`config.mk`:
```
export PLATFORM = sky130hd
export DESIGN_NAME = iir_cascade_engine
export DESIGN_NICKNAME = d
export VERILOG_FILES = /design/src/rtl/iir_eng_pkg.sv /design/src/rtl/iir_rst_sync.sv /design/src/rtl/iir_round.sv /design/src/rtl/iir_mac.sv /design/src/rtl/iir_sec_state.sv /design/src/rtl/iir_seq.sv /design/src/rtl/iir_cascade_engine.sv
export SDC_FILE = /design/constraint.sdc
export NUM_CORES = 2
export LEC_CHECK = 0
export ABC_AREA = 1
export BUFFER_PORTS_ARGS = -buffer_cell sky130_fd_sc_hd__buf_2
export CORE_ASPECT_RATIO = 0.8
export CORE_MARGIN = 2
export CORE_UTILIZATION = 60
export DETAILED_ROUTE_END_ITERATION = 8
export GPL_TIMING_DRIVEN = 0
export PLACE_DENSITY = 0.83
export RECOVER_POWER = 25
export SYNTH_ARGS = -nofsm -noshare
export SYNTH_HDL_FRONTEND = slang
export SYNTH_SLANG_ARGS = --single-unit
```
`constraint.sdc`:
```
create_clock -name clk -period 8.75 [get_ports clk]
set_input_delay 0.4375 -clock clk [delete_from_list [all_inputs] [get_ports clk]]
set_output_delay 0.4375 -clock clk [all_outputs]
set_load 0.02 [all_outputs]
```
`src/rtl/iir_eng_pkg.sv`:
```
package iir_eng_pkg;

  // multiply-accumulate operation selected by the sequencer
  typedef enum logic [1:0] {
    MAC_HOLD = 2'd0,
    MAC_LOAD = 2'd1,
    MAC_ADD  = 2'd2,
    MAC_SUB  = 2'd3
  } mac_op_e;

  // per-section schedule; order fixes which operand meets the multiplier
  localparam logic [2:0] ST_GAIN = 3'd0;
  localparam logic [2:0] ST_B1   = 3'd1;
  localparam logic [2:0] ST_B2   = 3'd2;
  localparam logic [2:0] ST_B3   = 3'd3;
  localparam logic [2:0] ST_A2   = 3'd4;
  localparam logic [2:0] ST_A3   = 3'd5;
  localparam logic [2:0] ST_OUT  = 3'd6;

endpackage

```
`src/rtl/iir_rst_sync.sv`:
```
module iir_rst_sync (
  input  logic clk,
  input  logic rst_n,
  output logic rst_n_sync
);
  logic [1:0] sync_q;

  always_ff @(posedge clk or negedge rst_n) begin
    if (!rst_n) sync_q <= 2'b00;
    else        sync_q <= {sync_q[0], 1'b1};
  end

  assign rst_n_sync = sync_q[1];
endmodule

```
`src/rtl/iir_round.sv`:
```
// Round-half-up over FRAC discarded bits, then clamp to OUTW signed bits.
module iir_round #(
  parameter int INW  = 41,
  parameter int FRAC = 16,
  parameter int OUTW = 20
) (
  input  logic signed [INW-1:0]  din,
  output logic signed [OUTW-1:0] dout
);
  localparam int SW = INW + 1;

  localparam logic signed [SW-1:0] HALF =
    {{(SW-FRAC){1'b0}}, 1'b1, {(FRAC-1){1'b0}}};
  localparam logic signed [SW-1:0] HI_LIM =
    {{(SW-OUTW+1){1'b0}}, {(OUTW-1){1'b1}}};
  localparam logic signed [SW-1:0] LO_LIM =
    {{(SW-OUTW+1){1'b1}}, {(OUTW-1){1'b0}}};

  logic signed [SW-1:0] biased;
  logic signed [SW-1:0] shifted;

  always_comb begin
    biased  = $signed({din[INW-1], din}) + HALF;
    shifted = biased >>> FRAC;
    if (shifted > HI_LIM)
      dout = HI_LIM[OUTW-1:0];
    else if (shifted < LO_LIM)
      dout = LO_LIM[OUTW-1:0];
    else
      dout = shifted[OUTW-1:0];
  end
endmodule

```
`src/rtl/iir_mac.sv`:
```
module iir_mac
  import iir_eng_pkg::*;
#(
  parameter int AW   = 20,
  parameter int BW   = 18,
  parameter int ACCW = 41
) (
  input  logic                   clk,
  input  logic                   rst_n,
  input  mac_op_e                op,
  input  logic signed [AW-1:0]   opa,
  input  logic signed [BW-1:0]   opb,
  output logic signed [ACCW-1:0] acc
);
  localparam int PW = AW + BW;

  logic signed [PW-1:0]   prod;
  logic signed [ACCW-1:0] prod_x;
  logic signed [ACCW-1:0] acc_d;
  logic signed [ACCW-1:0] acc_q;
  logic                   acc_en;

  always_comb begin
    prod   = opa * opb;
    prod_x = {{(ACCW-PW){prod[PW-1]}}, prod};
    acc_en = (op != MAC_HOLD);
    unique case (op)
      MAC_LOAD: acc_d = prod_x;
      MAC_ADD:  acc_d = acc_q + prod_x;
      MAC_SUB:  acc_d = acc_q - prod_x;
      default:  acc_d = acc_q;
    endcase
  end

  always_ff @(posedge clk or negedge rst_n) begin
    if (!rst_n)      acc_q <= '0;
    else if (acc_en) acc_q <= acc_d;
  end

  assign acc = acc_q;
endmodule

```
`src/rtl/iir_sec_state.sv`:
```
// Two-deep input and output history of one section.
module iir_sec_state #(
  parameter int DW = 20
) (
  input  logic                 clk,
  input  logic                 rst_n,
  input  logic                 we,
  input  logic signed [DW-1:0] x_new,
  input  logic signed [DW-1:0] y_new,
  output logic signed [DW-1:0] x1,
  output logic signed [DW-1:0] x2,
  output logic signed [DW-1:0] y1,
  output logic signed [DW-1:0] y2
);
  logic signed [DW-1:0] x1_q, x2_q, y1_q, y2_q;

  always_ff @(posedge clk or negedge rst_n) begin
    if (!rst_n) begin
      x1_q <= '0;
      x2_q <= '0;
      y1_q <= '0;
      y2_q <= '0;
    end else if (we) begin
      x2_q <= x1_q;
      x1_q <= x_new;
      y2_q <= y1_q;
      y1_q <= y_new;
    end
  end

  assign x1 = x1_q;
  assign x2 = x2_q;
  assign y1 = y1_q;
  assign y2 = y2_q;
endmodule

```
`src/rtl/iir_seq.sv`:
```
module iir_seq
  import iir_eng_pkg::*;
#(
  parameter int NSEC = 2,
  parameter int SECW = 1
) (
  input  logic            clk,
  input  logic            rst_n,
  input  logic            in_valid,
  output logic            busy,
  output logic [2:0]      step,
  output logic [SECW-1:0] sec,
  output logic            accept,
  output logic            sec_done,
  output logic            last_done,
  output mac_op_e         op
);
  localparam logic [SECW-1:0] LAST_SEC = SECW'(NSEC - 1);

  logic            busy_q, busy_d;
  logic [2:0]      step_q, step_d;
  logic [SECW-1:0] sec_q, sec_d;

  always_comb begin
    accept    = in_valid && !busy_q;
    sec_done  = busy_q && (step_q == ST_OUT);
    last_done = sec_done && (sec_q == LAST_SEC);

    busy_d = busy_q;
    step_d = step_q;
    sec_d  = sec_q;
    if (accept) begin
      busy_d = 1'b1;
      step_d = ST_GAIN;
      sec_d  = '0;
    end else if (busy_q) begin
      if (step_q == ST_OUT) begin
        step_d = ST_GAIN;
        if (sec_q == LAST_SEC) busy_d = 1'b0;
        else                   sec_d  = sec_q + 1'b1;
      end else begin
        step_d = step_q + 3'd1;
      end
    end

    op = MAC_HOLD;
    if (busy_q) begin
      case (step_q)
        ST_GAIN, ST_B1: op = MAC_LOAD;
        ST_B2, ST_B3:   op = MAC_ADD;
        ST_A2, ST_A3:   op = MAC_SUB;
        default:        op = MAC_HOLD;
      endcase
    end
  end

  always_ff @(posedge clk or negedge rst_n) begin
    if (!rst_n) begin
      busy_q <= 1'b0;
      step_q <= ST_GAIN;
      sec_q  <= '0;
    end else begin
      busy_q <= busy_d;
      step_q <= step_d;
      sec_q  <= sec_d;
    end
  end

  assign busy = busy_q;
  assign step = step_q;
  assign sec  = sec_q;

  // inside a section the schedule moves one step per cycle
  assert_step_advance_R6: assert property (@(posedge clk) disable iff (!rst_n)
    (busy_q && step_q != ST_OUT) |=> (step_q == $past(step_q) + 3'd1));

  // every computation starts at the first step of section 0
  assert_start_clean_R6: assert property (@(posedge clk) disable iff (!rst_n)
    $rose(busy_q) |-> (step_q == ST_GAIN && sec_q == '0));

  // a strobe during a computation neither restarts nor reorders it
  assert_ignore_busy_R7: assert property (@(posedge clk) disable iff (!rst_n)
    (busy_q && in_valid && step_q != ST_OUT) |=> (busy_q && sec_q == $past(sec_q)));
endmodule

```
`src/rtl/iir_cascade_engine.sv`:
```
module iir_cascade_engine
  import iir_eng_pkg::*;
#(
  parameter int DW        = 20,
  parameter int CW        = 18,
  parameter int NSEC      = 2,
  parameter int GAIN_FRAC = 18,
  parameter int COEF_FRAC = 16,
  parameter logic [NSEC*CW-1:0]   GAIN = {18'h1FFFF, 18'h10000},
  parameter logic [NSEC*3*CW-1:0] BNUM = {18'h00000, 18'h00000, 18'h10000,
                                          18'h04000, 18'h08000, 18'h04000},
  parameter logic [NSEC*2*CW-1:0] ADEN = {18'h00000, 18'h33333,
                                          18'h04000, 18'h30000}
) (
  input  logic          clk,
  input  logic          rst_n,
  input  logic          in_valid,
  input  logic [DW-1:0] in_data,
  output logic          out_valid,
  output logic [DW-1:0] out_data
);
  localparam int SECW = (NSEC > 1) ? $clog2(NSEC) : 1;
  localparam int ACCW = DW + CW + 3;

  logic            rst_s;
  logic            busy, accept, sec_done, last_done;
  logic [2:0]      step;
  logic [SECW-1:0] sec;
  mac_op_e         op;

  logic signed [CW-1:0]   gain_a [NSEC];
  logic signed [CW-1:0]   b1_a [NSEC], b2_a [NSEC], b3_a [NSEC];
  logic signed [CW-1:0]   a2_a [NSEC], a3_a [NSEC];
  logic signed [DW-1:0]   x1_a [NSEC], x2_a [NSEC], y1_a [NSEC], y2_a [NSEC];

  logic signed [ACCW-1:0] acc;
  logic signed [DW-1:0]   g_rnd, y_rnd;
  logic signed [DW-1:0]   opa;
  logic signed [CW-1:0]   opb;

  logic signed [DW-1:0]   x_cur_q, x_cur_d;
  logic                   x_cur_en;
  logic signed [DW-1:0]   g_q;
  logic                   g_en;
  logic [DW-1:0]          out_q;
  logic                   out_en;
  logic                   ov_q;

  iir_rst_sync u_rst (.clk(clk), .rst_n(rst_n), .rst_n_sync(rst_s));

  iir_seq #(.NSEC(NSEC), .SECW(SECW)) u_seq (
    .clk(clk), .rst_n(rst_s), .in_valid(in_valid),
    .busy(busy), .step(step), .sec(sec), .accept(accept),
    .sec_done(sec_done), .last_done(last_done), .op(op)
  );

  generate
    for (genvar i = 0; i < NSEC; i++) begin : g_sec
      assign gain_a[i] = GAIN[i*CW +: CW];
      assign b1_a[i]   = BNUM[(3*i+0)*CW +: CW];
      assign b2_a[i]   = BNUM[(3*i+1)*CW +: CW];
      assign b3_a[i]   = BNUM[(3*i+2)*CW +: CW];
      assign a2_a[i]   = ADEN[(2*i+0)*CW +: CW];
      assign a3_a[i]   = ADEN[(2*i+1)*CW +: CW];

      iir_sec_state #(.DW(DW)) u_hist (
        .clk(clk), .rst_n(rst_s),
        .we(sec_done && (sec == SECW'(i))),
        .x_new(g_q), .y_new(y_rnd),
        .x1(x1_a[i]), .x2(x2_a[i]), .y1(y1_a[i]), .y2(y2_a[i])
      );
    end
  endgenerate

  // operand selection follows the step schedule
  always_comb begin
    opa = '0;
    opb = '0;
    case (step)
      ST_GAIN: begin opa = x_cur_q;   opb = gain_a[sec]; end
      ST_B1:   begin opa = g_rnd;     opb = b1_a[sec];   end
      ST_B2:   begin opa = x1_a[sec]; opb = b2_a[sec];   end
      ST_B3:   begin opa = x2_a[sec]; opb = b3_a[sec];   end
      ST_A2:   begin opa = y1_a[sec]; opb = a2_a[sec];   end
      ST_A3:   begin opa = y2_a[sec]; opb = a3_a[sec];   end
      default: begin opa = '0;        opb = '0;          end
    endcase
  end

  iir_mac #(.AW(DW), .BW(CW), .ACCW(ACCW)) u_mac (
    .clk(clk), .rst_n(rst_s), .op(op), .opa(opa), .opb(opb), .acc(acc)
  );

  iir_round #(.INW(ACCW), .FRAC(GAIN_FRAC), .OUTW(DW)) u_rnd_gain (
    .din(acc), .dout(g_rnd)
  );

  iir_round #(.INW(ACCW), .FRAC(COEF_FRAC), .OUTW(DW)) u_rnd_sec (
    .din(acc), .dout(y_rnd)
  );

  // next-state logic for the data registers
  always_comb begin
    x_cur_en = accept || sec_done;
    x_cur_d  = accept ? $signed(in_data) : y_rnd;
    g_en     = busy && (step == ST_B1);
    out_en   = last_done;
  end

  always_ff @(posedge clk or negedge rst_s) begin
    if (!rst_s) begin
      x_cur_q <= '0;
      g_q     <= '0;
      out_q   <= '0;
      ov_q    <= 1'b0;
    end else begin
      if (x_cur_en) x_cur_q <= x_cur_d;
      if (g_en)     g_q     <= g_rnd;
      if (out_en)   out_q   <= y_rnd;
      ov_q <= last_done;
    end
  end

  assign out_valid = ov_q;
  assign out_data  = out_q;

  // the result strobe never lasts two cycles
  assert_pulse_single_R8: assert property (@(posedge clk) disable iff (!rst_s)
    out_valid |=> !out_valid);

  // the result is held whenever no pulse is present
  assert_out_hold_R9: assert property (@(posedge clk) disable iff (!rst_s)
    !out_valid |-> $stable(out_data));

  // a section result only leaves through the output after the last section
  assert_out_after_last_R5: assert property (@(posedge clk) disable iff (!rst_s)
    out_valid |-> (!busy || (step == ST_GAIN && sec == '0)));
endmodule

```
# Word level (Yosys, flattened, before mapping)
# Cells that the tools add are included.
# op_classes
n_mul	1
muxes	48
bitwise_logic	2
n_reduce_logical	18
magnitude_cmp	5
n_eq_ne	9
n_addsub	6
# op_table
op	count
20-bit 2-to-1 mux	17
18-bit 2-to-1 mux	10
41-bit case mux with 3 select lines	1
20-bit case mux with 6 select lines	1
18-bit case mux with 5 select lines	1
41-bit by 17-bit adder with 42-bit output, second input constant	1
41-bit by 19-bit adder with 42-bit output, second input constant	1
41-bit by 38-bit adder with 41-bit output	1
41-bit by 38-bit subtractor with 41-bit output	1
20-bit by 18-bit multiplier with 38-bit output	1
16-bit 2-to-1 mux	2
26-bit by 20-bit > comparator with 1-bit output, second input constant	1
26-bit by 20-bit < comparator with 1-bit output, second input constant	1
24-bit by 20-bit > comparator with 1-bit output, second input constant	1
24-bit by 20-bit < comparator with 1-bit output, second input constant	1
17-bit 2-to-1 mux	1
15-bit 2-to-1 mux	1
14-bit 2-to-1 mux	1
3-bit equality test, second input constant	3
3-bit 2-to-1 mux	3
1-bit 2-to-1 mux	8
2-bit OR reduction	4
3-bit by 2-bit equality test with 1-bit output, second input constant	2
2-bit case mux with 3 select lines	1
other kinds (16)	24
# word_totals
register_bits	249
out_inout_bits	21

# Longest topological paths before layout
# depth
depth_word	8
ltp_mapped	65
ltp_nobuf	64

# Cells and area by module
# A second synthesis with hierarchy kept.
# hier_totals
cells_unflattened	4777
area_unflattened_um2	33091.7
# modules_own_cells
mod	instances	cells_per_inst	seq_area_each_um2	area_per_inst_um2
iir_mac	1	2935	1026.0	20298.2
iir_sec_state	2	338	2001.9	3049.2
iir_cascade_engine	1	781	1526.5	4575.6
iir_round at u_rnd_sec	1	181	0.0	930.9
iir_round at u_rnd_gain	1	160	0.0	845.8
iir_seq	1	41	125.1	289.0
iir_rst_sync	1	3	50.0	53.8

# Worst setup path before layout
# Ideal clock, no wire load.
# synth_timing
kind	flip-flop to flip-flop
startpoint	reg u_mac.acc_q[17], in the netlist u_mac.acc[17]
endpoint	reg u_mac.acc_q[34], in the netlist u_mac.acc[34]
setup_ps	126
path_slack_ps	-1301
stages_incl_launch_ff	54
arrival_time_ps	9925
required_time_ps	8624
path_cell_list	dfrtp_1 > ha_1 > nand2_1 > nor2_4 > nand2_2 > nor3_2 > xor2_1 > nand3_1 > nand2_2 > inv_2 > buf_2 > o21ai_1 > nand2_1 > nand2_1 > inv_2 > nor2_1 > inv_1 > fa_1 > [18 not listed] > nand2_4 > nand2_1 > xor2_1 > inv_1 > ha_1 > a21oi_1 > inv_1 > a31oi_1 > inv_1 > a211oi_1 > o21ai_0 > a21oi_1 > o21bai_1 > nand2_1 > nand2_1 > or2_2 > nand3_1 > o21ai_0
# synth_between
elab_chain_cells	8
elab_cells_between_ends	10
# synth_rtl
item	line_no	rtl
start: declaration	iir_mac.sv:20	logic signed [ACCW-1:0] acc_q;
start signal: assignment	iir_mac.sv:36	if (!rst_n) acc_q <= '0;
start signal: assignment	iir_mac.sv:37	else if (acc_en) acc_q <= acc_d;
41-bit by 19-bit adder with 42-bit output	iir_round.sv:23	biased = $signed({din[INW-1], din}) + HALF;
24-bit by 20-bit < comparator with 1-bit output	iir_round.sv:27	else if (shifted < LO_LIM)
20-bit 2-to-1 mux	iir_round.sv:27	
20-bit 2-to-1 mux	iir_round.sv:25	if (shifted > HI_LIM)
20-bit case mux with 6 select lines	iir_cascade_engine.sv:79	case (step)
20-bit by 18-bit multiplier with 38-bit output	iir_mac.sv:24	prod = opa * opb;
41-bit by 38-bit subtractor with 41-bit output / 41-bit by 38-bit adder with 41-bit output (equally long branches)	iir_mac.sv:30, iir_mac.sv:29	
41-bit case mux with 3 select lines *	iir_mac.sv:27	unique case (op)
# Every way passes the cells marked *; elsewhere a longest branch is shown, timed or not.
# A chain may end at the register's enable or synchronous reset.

# Worst setup path in the final report
# layout_timing
startpoint	reg u_mac.acc_q[22], in the netlist u_mac.acc[22]
endpoint	reg u_mac.acc_q[36], in the netlist u_mac.acc[36]
# The elaborated chain is that of the path after synthesis.

==> out/metrics.cfg <==
[status]
status=complete, but fails checks
violations=DRC, capacitance limit, slew limit, setup timing

[floorplanning]
ios=44
die_h_um=199.8
die-area_um2=49680
start_util_pct=60.93
core_um2=47170
dieWidth_um=248.7
rows=71

[finish]
drive_gt1_share_pct=30.85
area_delta_synth_final_pct=32.48
final_nets=4756
design_area_um2=38080
fillers=2637

[yosys]
synth.avg_cell_area_um2=7.490
synth_compound_area_share_pct=11.66
synth.yosys.seq_area_share_pct=21.68
muxShareOfSynthArea_pct=0
synth_top_area_share_pct=23.96
synth_edf_count=0
synth.area.top_cells=fa_1, dfrtp_1, nand2_1
synth_simple_gate_area_share_pct=21.49
syn_inst=3837
synth_flop_cell=dfrtp_1
yosysUniqueCellTypes=53
synth_largest_area_cell=fa_1
synth_xor_area_share_pct=2.834
synth-adder-area-share_pct=30.10
syn-num-nets=4345
ys_ff_latch=249
ys.warnings.count=0
async_flop_share_pct=100.0
synth_top_family_by_area=adder cells
synth_area_um2=28740

[timing]
finClkSkew_ps=18.91
finalWorstSetupSlack_ps=-2008
rsz0062_at_grt=true
finalHoldViolCount=0
tightest_slew_ps=2186
period_needed_ps=10760
relSlewSlack_pct=-45.72
max_freq_mhz=92.95
holdWs_ps=89.44
post-route-period-util_pct=123.0
slew_viol_final=46
setup_violations=33

[setup_path]
cp_max_fo=8
worst-setup-path-type=reg -> reg
startpoint_type=register
cp-end-kind=register
crit_top_cell=nand2_2
max_stage_delay_ps=580
crit_required_ps=9180
cp_slowest_cell=dfrtp_2
crit_arrival_ps=11190

[global_routing]
grtUsageMet1_pct=56.29
grt_pass1_wl_mm=165.4
grt_pass1_vias=29190
met2_usage_pct=65.31
grt_max_degree=74
antenna_found_initial=6
met3_usage_pct=16.12
overflow=0
grtUsageTotal_pct=43.78
busiest_layer=met2

[clocking]
cts_sinks=249
cts_max_level=1
clock_latency_ps=580
clockBufferDepth=3
cts_buffers=24
clkTransAtPathRegs_ps=70
tritoncts=done
cts-root-buf=clkbuf_16

[route]
detail-route-antenna-nets=0
vias_per_cell=6.492
via_count=31730
drtIter0Drc=5048
drc_errors=44
drt_pass1_iterations=9
routed_wl_mm=125.1
routedWlPerCell_um=25.60

[place]
dp_hpwl_mm=78.45
gp_congestion=1.031
post_dp_cell_area_um2=30420
port_buffers=43

[min_path]
hp-class=in -> reg

[flow_run]
maxCapViolations=1

==> registers in the layout, summed over array words and instances (netlist names) <==
register         count
g_sec.u_hist.y1     20
u_seq.step           3
u_rst.sync_q         2
x_cur_q             20
u_mac.acc           41
u_seq.sec            1
g_sec.u_hist.x2     40
g_sec.u_hist.x1     40
g_sec.u_hist.y2     40
g_q                 20
u_seq.busy           1
out_valid            1
out_data            20
==> cell usage in the layout, fill, tap and decap left out, types with 17 or more instances in the layout <==
cell type  instances
buf_2             53
a21oi_1          101
o21ai_4           17
nand3_2           32
nand3_1           93
inv_4             20
o221ai_1          21
o21ai_2           26
buf_4            279
fa_1             310
inv_1            666
a21oi_4           19
nor2_1           183
ha_4              57
ha_1              80
nand2_4           68
a31oi_1           17
o21ai_0          207
o21ai_1           39
clkbuf_16         25
o211ai_1          26
fa_2              34
nand4_1           29
clkbuf_1          59
nor2_4           103
xor2_1            56
dfrtp_1          231
a21oi_2           54
buf_6             50
nor2_2            29
dfrtp_2           18
nand2_1          751
inv_2            110
nand2_2          126
==> path summary, 6_finish.rpt <==
kind | start | to | slack (ps) | cells after the start
min in group asynchronous | rst_n | u_rst.sync_q[1]$_DFF_PN0_ | 170 | 2
max in group asynchronous | u_rst.sync_q[1]$_DFF_PN0_ | g_sec[0].u_hist.y2[15]$_DFFE_PN0P_ | 6560 | 0
min | in_data[17] | x_cur_q[17]$_DFFE_PN0P_ | 90 | 3
max reg2reg | u_mac.acc[22]$_DFFE_PN0P_ | u_mac.acc[36]$_DFFE_PN0P_ | -2010 | 52
min reg2reg | u_rst.sync_q[0]$_DFF_PN0_ | u_rst.sync_q[1]$_DFF_PN0_ | 360 | 0
max | u_mac.acc[22]$_DFFE_PN0P_ | u_mac.acc[36]$_DFFE_PN0P_ | -2010 | 52
==> area by class of cell <==
class | instances | area [um2] | share of cell area [%]
inverters | 819 | 3211 | 8.432
diodes | 1 | 2.502 | 0.006572
multi-input cells | 2664 | 23250 | 61.08
well taps | 620 | 775.7 | 2.037
clock buffers | 34 | 708.2 | 1.860
plain buffers | 104 | 563.0 | 1.479
flip-flops and latches | 249 | 6254 | 16.42
repair buffers | 386 | 3207 | 8.422
clock inverters | 10 | 100.1 | 0.2629
==> cell usage after synthesis (4+ instances only) <==
cell,number
nand2_1,928
inv_1,788
fa_1,344
nor2_1,299
o21ai_0,270
dfrtp_1,249
a21oi_1,174
ha_1,141
nand3_1,128
clkbuf_1,78
xor2_1,77
nand4_1,29
nor3_1,28
a31oi_1,27
o211ai_1,26
inv_2,25
o221ai_1,21
nand2_2,19
a221oi_1,16
xnor2_1,16
nor4_1,14
o21ai_1,14
buf_1,13
nor2_2,12
buf_2,11
nand3b_1,9
or2_2,9
nor3_2,7
o21a_1,7
clkinv_1,6
o21bai_1,5
o31ai_1,5
a2111oi_0,4
nor2_4,4
o22ai_1,4
==> cell families after synthesis <==
kind of cell	count (synthesis)
buf+inv	924
compound gates	592
other cells	1
fa+ha+maj	485
simple gates	1493
flops	249
xor+xnor	93
==> worst max-delay path: cells and delay by family, from the launching register on <==
| family | cells | cell delay, ps |
|---|---|---|
| buffers and inverters | 8 | 890 |
| flip-flops | 1 | 580 |
| adder cells (fa/ha/maj) | 8 | 4050 |
| AO/OA/AOI/OAI | 6 | 600 |
| XOR/XNOR | 2 | 350 |
| AND/OR/NAND/NOR | 28 | 4120 |
==> layer usage <==
layer	wire length (um)	vias up
li1	-	12700
met1	41290	14780
met2	50910	3196
met3	21470	1042
met4	11360	10
met5	80	-
==> what timing repair did <==
item	4_1_cts	5_1_grt
gates resized for setup	605	505
hold buffers	1	0
hold endpoints to repair	2	0
buffers inserted	219	122
pin swaps	200	237
gates cloned	1	1
setup endpoints to repair	34	33
==> per-stage QoR <==
stage	setup TNS [ps]	util, %	cells	worst slack (ps)
2_1_floorplan	-2322	-	3837	-291.2
3_3_place_gp	-470170	64.31	4500	-3344
3_5_place_dp	-77750	64.49	4503	-3282
4_1_cts	-17380	74.79	4767	-1047
5_1_grt	-52210	80.71	4886	-2245
6_report	-44650	80.72	4887	-2008
Power is left out: the tool's default activity adds up to more than one toggle a clock period on the data nets, which glitch-free logic cannot reach.
